--- config.mk ---
export PLATFORM = sky130hd
export DESIGN_NAME = pkt_classifier
export DESIGN_NICKNAME = d
export VERILOG_FILES = /design/src/rtl/pcls_pkg.sv /design/src/rtl/pcls_cfg.sv /design/src/rtl/pcls_wordbuf.sv /design/src/rtl/pcls_exec.sv /design/src/rtl/pkt_classifier.sv
export SDC_FILE = /design/constraint.sdc
export NUM_CORES = 2
export LEC_CHECK = 0
export ABC_AREA = 1
export BUFFER_PORTS_ARGS = -buffer_cell sky130_fd_sc_hd__buf_2
export CAP_MARGIN = 20
export CELL_PAD_IN_SITES_DETAIL_PLACEMENT = 2
export CELL_PAD_IN_SITES_GLOBAL_PLACEMENT = 2
export CORE_MARGIN = 10
export CORE_UTILIZATION = 47
export DETAILED_ROUTE_END_ITERATION = 6
export GPL_ROUTABILITY_DRIVEN = 1
export PLACE_DENSITY_LB_ADDON = 0.3
export SETUP_SLACK_MARGIN = 0.3
export SYNTH_ARGS = -nofsm -noshare
export SYNTH_HDL_FRONTEND = slang
export SYNTH_HIERARCHICAL = 1
export SYNTH_SLANG_ARGS = --single-unit
--- constraint.sdc ---
create_clock -name clk -period 8 [get_ports clk]
set_input_delay 0.4 -clock clk [delete_from_list [all_inputs] [get_ports clk]]
set_output_delay 0.4 -clock clk [all_outputs]
set_load 0.02 [all_outputs]
--- src/rtl/pcls_pkg.sv ---
package pcls_pkg;
    localparam int WORD_W     = 16;
    localparam int INSTR_W    = 36;
    localparam int NFLAGS     = 32;
    localparam int DROP_FLAG  = 23;
    localparam int CLASS_BASE = 24;
    localparam int CLASS_W    = 8;
    localparam int OFF_W      = 6;

    // boolean operator codes shared by all instruction kinds
    localparam logic [2:0] OP_AND  = 3'd0;
    localparam logic [2:0] OP_OR   = 3'd1;
    localparam logic [2:0] OP_XOR  = 3'd2;
    localparam logic [2:0] OP_KEEP = 3'd3;
    localparam logic [2:0] OP_MOV  = 3'd4;
    localparam logic [2:0] OP_NOT  = 3'd5;

    // acc is the operand that survives an unused code, src is the new bit
    function automatic logic combine(input logic [2:0] op, input logic acc, input logic src);
        logic r;
        case (op)
            OP_AND:  r = acc & src;
            OP_OR:   r = acc | src;
            OP_XOR:  r = acc ^ src;
            OP_MOV:  r = src;
            OP_NOT:  r = ~src;
            default: r = acc;
        endcase
        return r;
    endfunction
endpackage

--- src/rtl/pcls_cfg.sv ---
module pcls_cfg
    import pcls_pkg::*;
#(
    parameter int DEPTH = 64,
    localparam int AW   = $clog2(DEPTH)
) (
    input  logic               clk,
    input  logic               rst_n,
    input  logic               cfg_wr_en,
    input  logic               cfg_sel,
    input  logic [31:0]        cfg_wdata,
    input  logic [AW-1:0]      rd_addr,
    output logic [INSTR_W-1:0] instr,
    output logic               enable
);
    localparam int LO_W = 12;

    typedef struct packed {
        logic [LO_W-1:0] lo;
        logic            en;
    } cfg_t;

    cfg_t st_d, st_q;
    logic [INSTR_W-1:0] mem [DEPTH];
    logic               mem_we;

    always_comb begin
        st_d   = st_q;
        mem_we = 1'b0;
        if (cfg_wr_en) begin
            if (cfg_sel) begin
                st_d.lo = cfg_wdata[LO_W-1:0];
            end else begin
                st_d.en = cfg_wdata[0];
                mem_we  = cfg_wdata[1];
            end
        end
    end

    always_ff @(posedge clk or negedge rst_n) begin
        if (!rst_n) st_q <= '0;
        else        st_q <= st_d;
    end

    always_ff @(posedge clk) begin
        if (mem_we) mem[cfg_wdata[2 +: AW]] <= {cfg_wdata[31:8], st_q.lo};
    end

    assign instr  = mem[rd_addr];
    assign enable = st_q.en;
endmodule

--- src/rtl/pcls_wordbuf.sv ---
module pcls_wordbuf
    import pcls_pkg::*;
#(
    parameter int DEPTH = 64,
    localparam int AW   = $clog2(DEPTH)
) (
    input  logic              clk,
    input  logic              wr_en,
    input  logic [AW-1:0]     wr_idx,
    input  logic [WORD_W-1:0] wr_data,
    input  logic [OFF_W-1:0]  rd_off,
    output logic [WORD_W-1:0] rd_word
);
    logic [WORD_W-1:0] words [DEPTH];
    logic [AW-1:0]     off;

    assign off = rd_off[AW-1:0];

    always_ff @(posedge clk) begin
        if (wr_en) words[wr_idx] <= wr_data;
    end

    // the word arriving this cycle is visible to its own instruction
    assign rd_word = (wr_en && off == wr_idx) ? wr_data : words[off];
endmodule

--- src/rtl/pcls_exec.sv ---
module pcls_exec
    import pcls_pkg::*;
(
    input  logic [INSTR_W-1:0] instr,
    input  logic [WORD_W-1:0]  word,
    input  logic [NFLAGS-1:0]  flags_in,
    output logic [OFF_W-1:0]   word_off,
    output logic               is_fin,
    output logic [NFLAGS-1:0]  flags_out
);
    logic [2:0]        op, op2;
    logic [4:0]        dst, ra, rb, rc;
    logic [WORD_W-1:0] mask;
    logic              probe, stage1, result;

    assign is_fin   = instr[35];
    assign word_off = instr[12:7];
    assign op       = instr[2:0];
    assign op2      = instr[25:23];
    assign ra       = instr[12:8];
    assign rb       = instr[17:13];
    assign rc       = instr[22:18];

    always_comb begin
        for (int n = 0; n < WORD_W / 4; n++) mask[4*n +: 4] = {4{instr[29+n]}};
    end

    always_comb begin
        probe  = 1'b0;
        stage1 = 1'b0;
        if (instr[34]) begin
            dst    = {instr[7], instr[6:3]};
            stage1 = combine(op, flags_in[rb], flags_in[ra]);
            result = (op2 == OP_KEEP) ? stage1 : combine(op2, flags_in[rc], stage1);
        end else begin
            dst    = {1'b0, instr[6:3]};
            probe  = instr[33] ? word[instr[16:13]] : ((word & mask) == instr[28:13]);
            result = combine(op, flags_in[dst], probe);
        end
        flags_out = flags_in;
        if (dst != 5'd0) flags_out[dst] = result;
    end
endmodule

--- src/rtl/pkt_classifier.sv ---
module pkt_classifier
    import pcls_pkg::*;
#(
    parameter int PROG_DEPTH = 64
) (
    input  logic        clk,
    input  logic        rst_n,
    input  logic        cfg_wr_en,
    input  logic        cfg_sel,
    input  logic [31:0] cfg_wdata,
    input  logic        rx_valid,
    input  logic        rx_sof,
    input  logic        rx_eof,
    input  logic [15:0] rx_data,
    output logic        result_valid,
    output logic [7:0]  result_class,
    output logic        result_drop
);
    localparam int AW = $clog2(PROG_DEPTH);
    localparam logic [AW-1:0] LAST = AW'(PROG_DEPTH - 1);

    typedef struct packed {
        logic [AW-1:0]      pc;
        logic [NFLAGS-1:0]  flags;
        logic               halted;
        logic               reported;
        logic               res_valid;
        logic [CLASS_W-1:0] res_class;
        logic               res_drop;
    } state_t;

    state_t st_d, st_q;

    logic [AW-1:0]      idx;
    logic [NFLAGS-1:0]  flags_base, flags_exec, flags_after;
    logic [INSTR_W-1:0] instr;
    logic [OFF_W-1:0]   word_off;
    logic [WORD_W-1:0]  sel_word;
    logic               enable, ex_fin;
    logic               blocked, done, run, fin_hit, emit;

    assign idx        = rx_sof ? '0 : st_q.pc;
    assign flags_base = rx_sof ? '0 : st_q.flags;

    pcls_cfg #(.DEPTH(PROG_DEPTH)) u_cfg (
        .clk      (clk),
        .rst_n    (rst_n),
        .cfg_wr_en(cfg_wr_en),
        .cfg_sel  (cfg_sel),
        .cfg_wdata(cfg_wdata),
        .rd_addr  (idx),
        .instr    (instr),
        .enable   (enable)
    );

    pcls_wordbuf #(.DEPTH(PROG_DEPTH)) u_buf (
        .clk    (clk),
        .wr_en  (rx_valid),
        .wr_idx (idx),
        .wr_data(rx_data),
        .rd_off (word_off),
        .rd_word(sel_word)
    );

    pcls_exec u_exec (
        .instr    (instr),
        .word     (sel_word),
        .flags_in (flags_base),
        .word_off (word_off),
        .is_fin   (ex_fin),
        .flags_out(flags_exec)
    );

    always_comb begin
        st_d           = st_q;
        st_d.res_valid = 1'b0;
        blocked        = st_q.halted && !rx_sof;
        done           = st_q.reported && !rx_sof;
        run            = rx_valid && enable && !blocked;
        fin_hit        = run && ex_fin;
        flags_after    = (run && !ex_fin) ? flags_exec : flags_base;
        emit           = rx_valid && !done && (fin_hit || rx_eof);
        if (rx_valid) begin
            st_d.pc       = (idx == LAST) ? idx : idx + AW'(1);
            st_d.flags    = flags_after;
            st_d.halted   = blocked || fin_hit || (run && idx == LAST) || emit;
            st_d.reported = done || emit;
            if (emit) begin
                st_d.res_valid = 1'b1;
                st_d.res_class = enable ? flags_after[CLASS_BASE +: CLASS_W] : '0;
                st_d.res_drop  = enable && flags_after[DROP_FLAG];
                st_d.flags     = '0;
            end
        end
    end

    always_ff @(posedge clk or negedge rst_n) begin
        if (!rst_n) st_q <= '0;
        else        st_q <= st_d;
    end

    assign result_valid = st_q.res_valid;
    assign result_class = st_q.res_class;
    assign result_drop  = st_q.res_drop;
endmodule

==> flow_summary.toml, run 1 <==
[logic_synthesis]
synth_edf_count = 3328
synth_area_um2 = 140000
synth_cells = 12100
avgSynthCellArea_um2 = 11.6
synthArstFlopShare_pct = 1.86
synthMuxAreaShare_pct = 0.0321
synth-xor-area-share_pct = 0.0749
synth_fa_ha_area_share_pct = 0.0446
synthSimpleGateAreaFrac_pct = 23.7
yosysWarnings = 6
ys_ff_latch = 3391
synthFlopType = "edfxtp_1"
synth-compound-area-share_pct = 0.456
synth_top_family_by_area = "simple AND/OR/NAND/NOR gates"
synth_nets = 12200
yosysUniqueCellTypes = 46
yosysSeqAreaShare_pct = 72.4

[sta]
worst-ep-kind = "register data pin"
crit_endpoint = "result_class[6]$_DFFE_PN0P_/D"

[clocking]
htreeDepth = 5
cts_buffer_depth = 4
cts_sinks = 3391
root_buffer = "clkbuf_16"
numCtsBuffers = 363

[placement]
hpwlAfterDp_mm = 341
io_buffer_count = 64
place_inst = 15700
gp_routability_congestion = 0.846
placed_area_um2 = 146000

[floorplan]
ioPinCount = 65
rows = 200
fp.dieW_um = 566
start_util_pct = 47.2
die_h_um = 566

[outcome]
stop_stage = "global routing (5_1_grt)"
status = "aborted with a tool error"
tool.error = "[ERROR GRT-0228] Horizontal edge usage exceeds the maximum allowed. (16, 15) usage=65535 limit=3200"

[global_route]
antenna_found_initial = 121
grt_max_degree = 158
## synth_stat cells (5+ instances only)
library cell	number	area share [%]
edfxtp_1	3328	71
clkbuf_1	133	0.36
nor2_1	212	0.57
inv_1	108	0.29
buf_4	80	0.43
a21oi_1	19	0.068
dfrtp_1	63	1.1
inv_2	11	0.029
buf_2	511	1.8
nand2_2	36	0.16
o21ai_1	12	0.043
nor3_1	10	0.036
ha_1	5	0.045
buf_6	17	0.14
o22ai_1	10	0.045
xor2_1	10	0.062
nand3_1	3165	11
o21ai_0	62	0.22
nand4_1	61	0.27
nand2_1	4139	11
nand3_2	32	0.23
nor4_1	8	0.036
buf_1	57	0.15
## logic make-up after synthesis
kind of cell             count (synthesis)
XOR/XNOR                                12
AO/OA/AOI/OAI                          117
AND/OR/NAND/NOR                       7671
adder cells (fa/ha/maj)                  5
flip-flops                            3391
multiplexers                             4
buffers and inverters                  930
## through the flow
stage	setup slack (ns)	TNS [ns]
floorplan	2.42	0
global placement	0.319	0
detailed placement	-0.377	-12.52
CTS	0.301	0
## timing repair
action,CTS
hold buffers,19
setup endpoints to repair,40
cloned,21
buffers inserted,17
resized for setup,76
pin swaps,4
endpoints found under the hold margin,82
==> run 2, diff against run 1 <==
Settings changed: CELL_PAD_IN_SITES_DETAIL_PLACEMENT 2 to default, CELL_PAD_IN_SITES_GLOBAL_PLACEMENT 2 to default, CORE_UTILIZATION 47 to 37, PLACE_DENSITY_LB_ADDON 0.3 to 0.15, SETUP_SLACK_MARGIN 0.3 to default.
==> run 2 against run 1 <==
Effect of this change:
- area after synthesis stayed put
- synthesized cell count stayed put
- the run now ends clean
==> flow_summary.toml, run 2 <==
[logic_synthesis]
yosys-top-cells-area = "edfxtp_1 (71%), nand3_1 (11%), nand2_1 (11%), buf_2 (1.8%), dfrtp_1 (1.1%)"
synth_common_cells = "nand2_1 (4139), edfxtp_1 (3328), nand3_1 (3165)"
synth_cells = 12100
ys_ff_latch = 3391
synth_top_area_share_pct = 71.2
avgSynthCellArea_um2 = 11.6
yosysUniqueCellTypes = 46
synth_top_area_cell = "edfxtp_1"
synth_edf_count = 3328
yosysWarnings = 6
synthFlopType = "edfxtp_1"
yosysSeqAreaShare_pct = 72.4
synth_nets = 12200
synthArstFlopShare_pct = 1.86
yosysMostFrequentCell = "nand2_1"
synth_area_um2 = 140000

[floorplan]
die_area_um2 = 404000
start_util_pct = 37.1
core_um2 = 378000
rows = 226
fp.dieW_um = 636
die_h_um = 636
ioPinCount = 65

[power_and_ir_drop]
p_sw_mw = 13.2
p_comb_share_pct = 18.3
seq_power_share_pct = 44.3
power.leakage_nw = 56.4
total_power_mw = 44.7
irDropWorstVdd_mv = 0.209
clkPwrFrac_pct = 37.4
p_int_mw = 31.4
swShare_pct = 29.6
power_density_nw_per_um2 = 281

[worst_hold_path]
hp-class = "input port to register"
hold-path-endpoint = "u_buf/words[11][11]"
hp-start = "rx_data[11]"
hold_depth = 2

[sta]
fmax_mhz = 132
hold_violations = 0
fin_skew_ns = 0.0651
grt_setup_unrepaired = "no"
fin_crit_sh_pct = 94.5
max_slew_margin_pct = 24.6
setup_viol = 0
finalSetupTns_ns = 0
slew_viol_final = 0
finalCriticalPeriod_ns = 7.56
worst_pin_slew_ns = 1.13

[setup_path]
critPathMaxFanout = 126
max_stage_delay_ns = 0.51
worstRegToRegCells = 41
cp-end-kind = "register"
worstReg2RegStart = "st_q[44]"
required_ns = 8.82
r2r_end = "st_q[28]"
critPathMostFrequentCell = "nand2_1"
cp_slowest_cell = "buf_12"
worstPathArrival_ns = 8.38
start_kind = "register"
crit_type = "register to register"
r2r_setup_slack_ns = 0.44

[job]
maxCapViolCount = 0

[clocking]
hold_buffers = 26
clk_latency_ns = 0.97
tritoncts = "done"
numCtsBuffers = 374
root_buffer = "clkbuf_16"
cts_sinks = 3391
cts_resized = 0
htreeDepth = 5
cts_setup_buffers = 0
clk_pin_slew_ns = 0.06
cts_buffer_depth = 4

[outcome]
status = "complete, no violations"

[placement]
place_inst = 16800
gp_routability_congestion = 0.839
io_buffer_count = 64
hpwlAfterDp_mm = 233
placed_area_um2 = 147000

[layout]
mostFrequentLayoutCell = "nand2_1"
layout_common_cells = "nand2_1 (4134), edfxtp_1 (3328), nand3_1 (3165)"
layoutNonFillerInstCount = 17500
area_growth_pct = 13.4
fin_nets = 12200
drive_gt1_share_pct = 9.27
fill_cells = 35300
final_cell_area_um2 = 159000
largest_reg_flops = 2304
fin_util_pct = 42.0

[route]
antenna_left = 0
drtIter0Drc = 9531
drt_first_pass_iters = 6
vias_per_cell = 5.39
wl_per_cell_um = 25.3
route.detailed.drc = 0
drt_wl_total_mm = 443
num_vias = 94400

[global_route]
grt_max_degree = 183
track_usage_pct = 21.0
grt_pass1_vias = 90100
grt_pass1_wl_mm = 641
grt_overflow_total = 0
antenna_found_initial = 11
==> run 2: area by class of cell <==
class,count,area (µm²),share of cell area (%)
Timing Repair Buffer,469,4130,2.60
Tap cell,5016,6280,3.95
Inverter,129,587,0.369
Clock buffer,446,9760,6.13
Sequential cell,3391,102000,63.8
Antenna cell,3,7.51,0.00472
Multi-Input combinational cell,7809,34700,21.8
Clock inverter,231,2060,1.29
==> run 2: power by group through the flow <==
| stage | sequential (mW) | clock [mW] | combinational (mW) |
|---|---|---|---|
| 4_1_cts | 19.8 | 17.1 | 8.13 |
| 6_report | 19.8 | 16.7 | 8.18 |
| 3_5_place_dp | 20.2 | 0 | 8.10 |
| 5_1_grt | 19.8 | 17.8 | 8.93 |
| 3_3_place_gp | 20.2 | 0 | 8.03 |
| 2_1_floorplan | 20.2 | 0 | 5.16 |
==> run 2: kinds of logic (layout without fill, tap and decap cells) <==
kind of cell | after synthesis | in the layout | share of synthesized area, %
buf+inv | 930 | 1275 | 3.29
mux | 4 | 4 | 0.0321
flops | 3391 | 3391 | 72.4
xor+xnor | 12 | 12 | 0.0749
other cells | 0 | 3 | 0
fa+ha+maj | 5 | 5 | 0.0446
compound gates | 117 | 117 | 0.456
simple gates | 7671 | 7671 | 23.7
==> run 2: metrics by stage <==
stage,setup WS (ns),hold slack [ns]
after floorplan,2.42,0.104
after global placement,0.256,0.282
after detailed placement,0.284,0.282
after CTS,0.653,0.000543
after global routing,0.0569,0.0409
final,0.440,0.0800
==> run 2: how the worst max path moves through the flow <==
stage	start	endpoint	slack, ns	depth (start not counted)
6_report	st_q[44]	st_q[28]	0.44	41
5_1_grt	st_q[44]	st_q[34]	0.06	42
4_1_cts	st_q[44]	st_q[32]	0.65	40
3_5_place_dp	rx_sof	st_q[32]	0.28	44
3_3_place_gp	rx_sof	st_q[20]	0.26	44
2_1_floorplan	rx_sof	result_class[0]	2.42	49
==> run 2: layer usage <==
layer  global-route usage [%]  share of wire, %
met5                        0             0.013
met4                     6.16               3.1
met3                     2.47               6.4
met2                     35.4                48
met1                     28.6                42
==> run 2: worst max-delay path, delay by kind of cell, from the launching register on <==
| kind | cells | cell delay [ns] |
|---|---|---|
| buffers and inverters | 7 | 1.73 |
| AOI/OAI and AO/OA | 2 | 0.54 |
| and+or+nand+nor | 31 | 4.25 |
| DFF | 1 | 0.38 |
| adders and majority gates | 1 | 0.29 |
(Power assumes the default switching activity.)
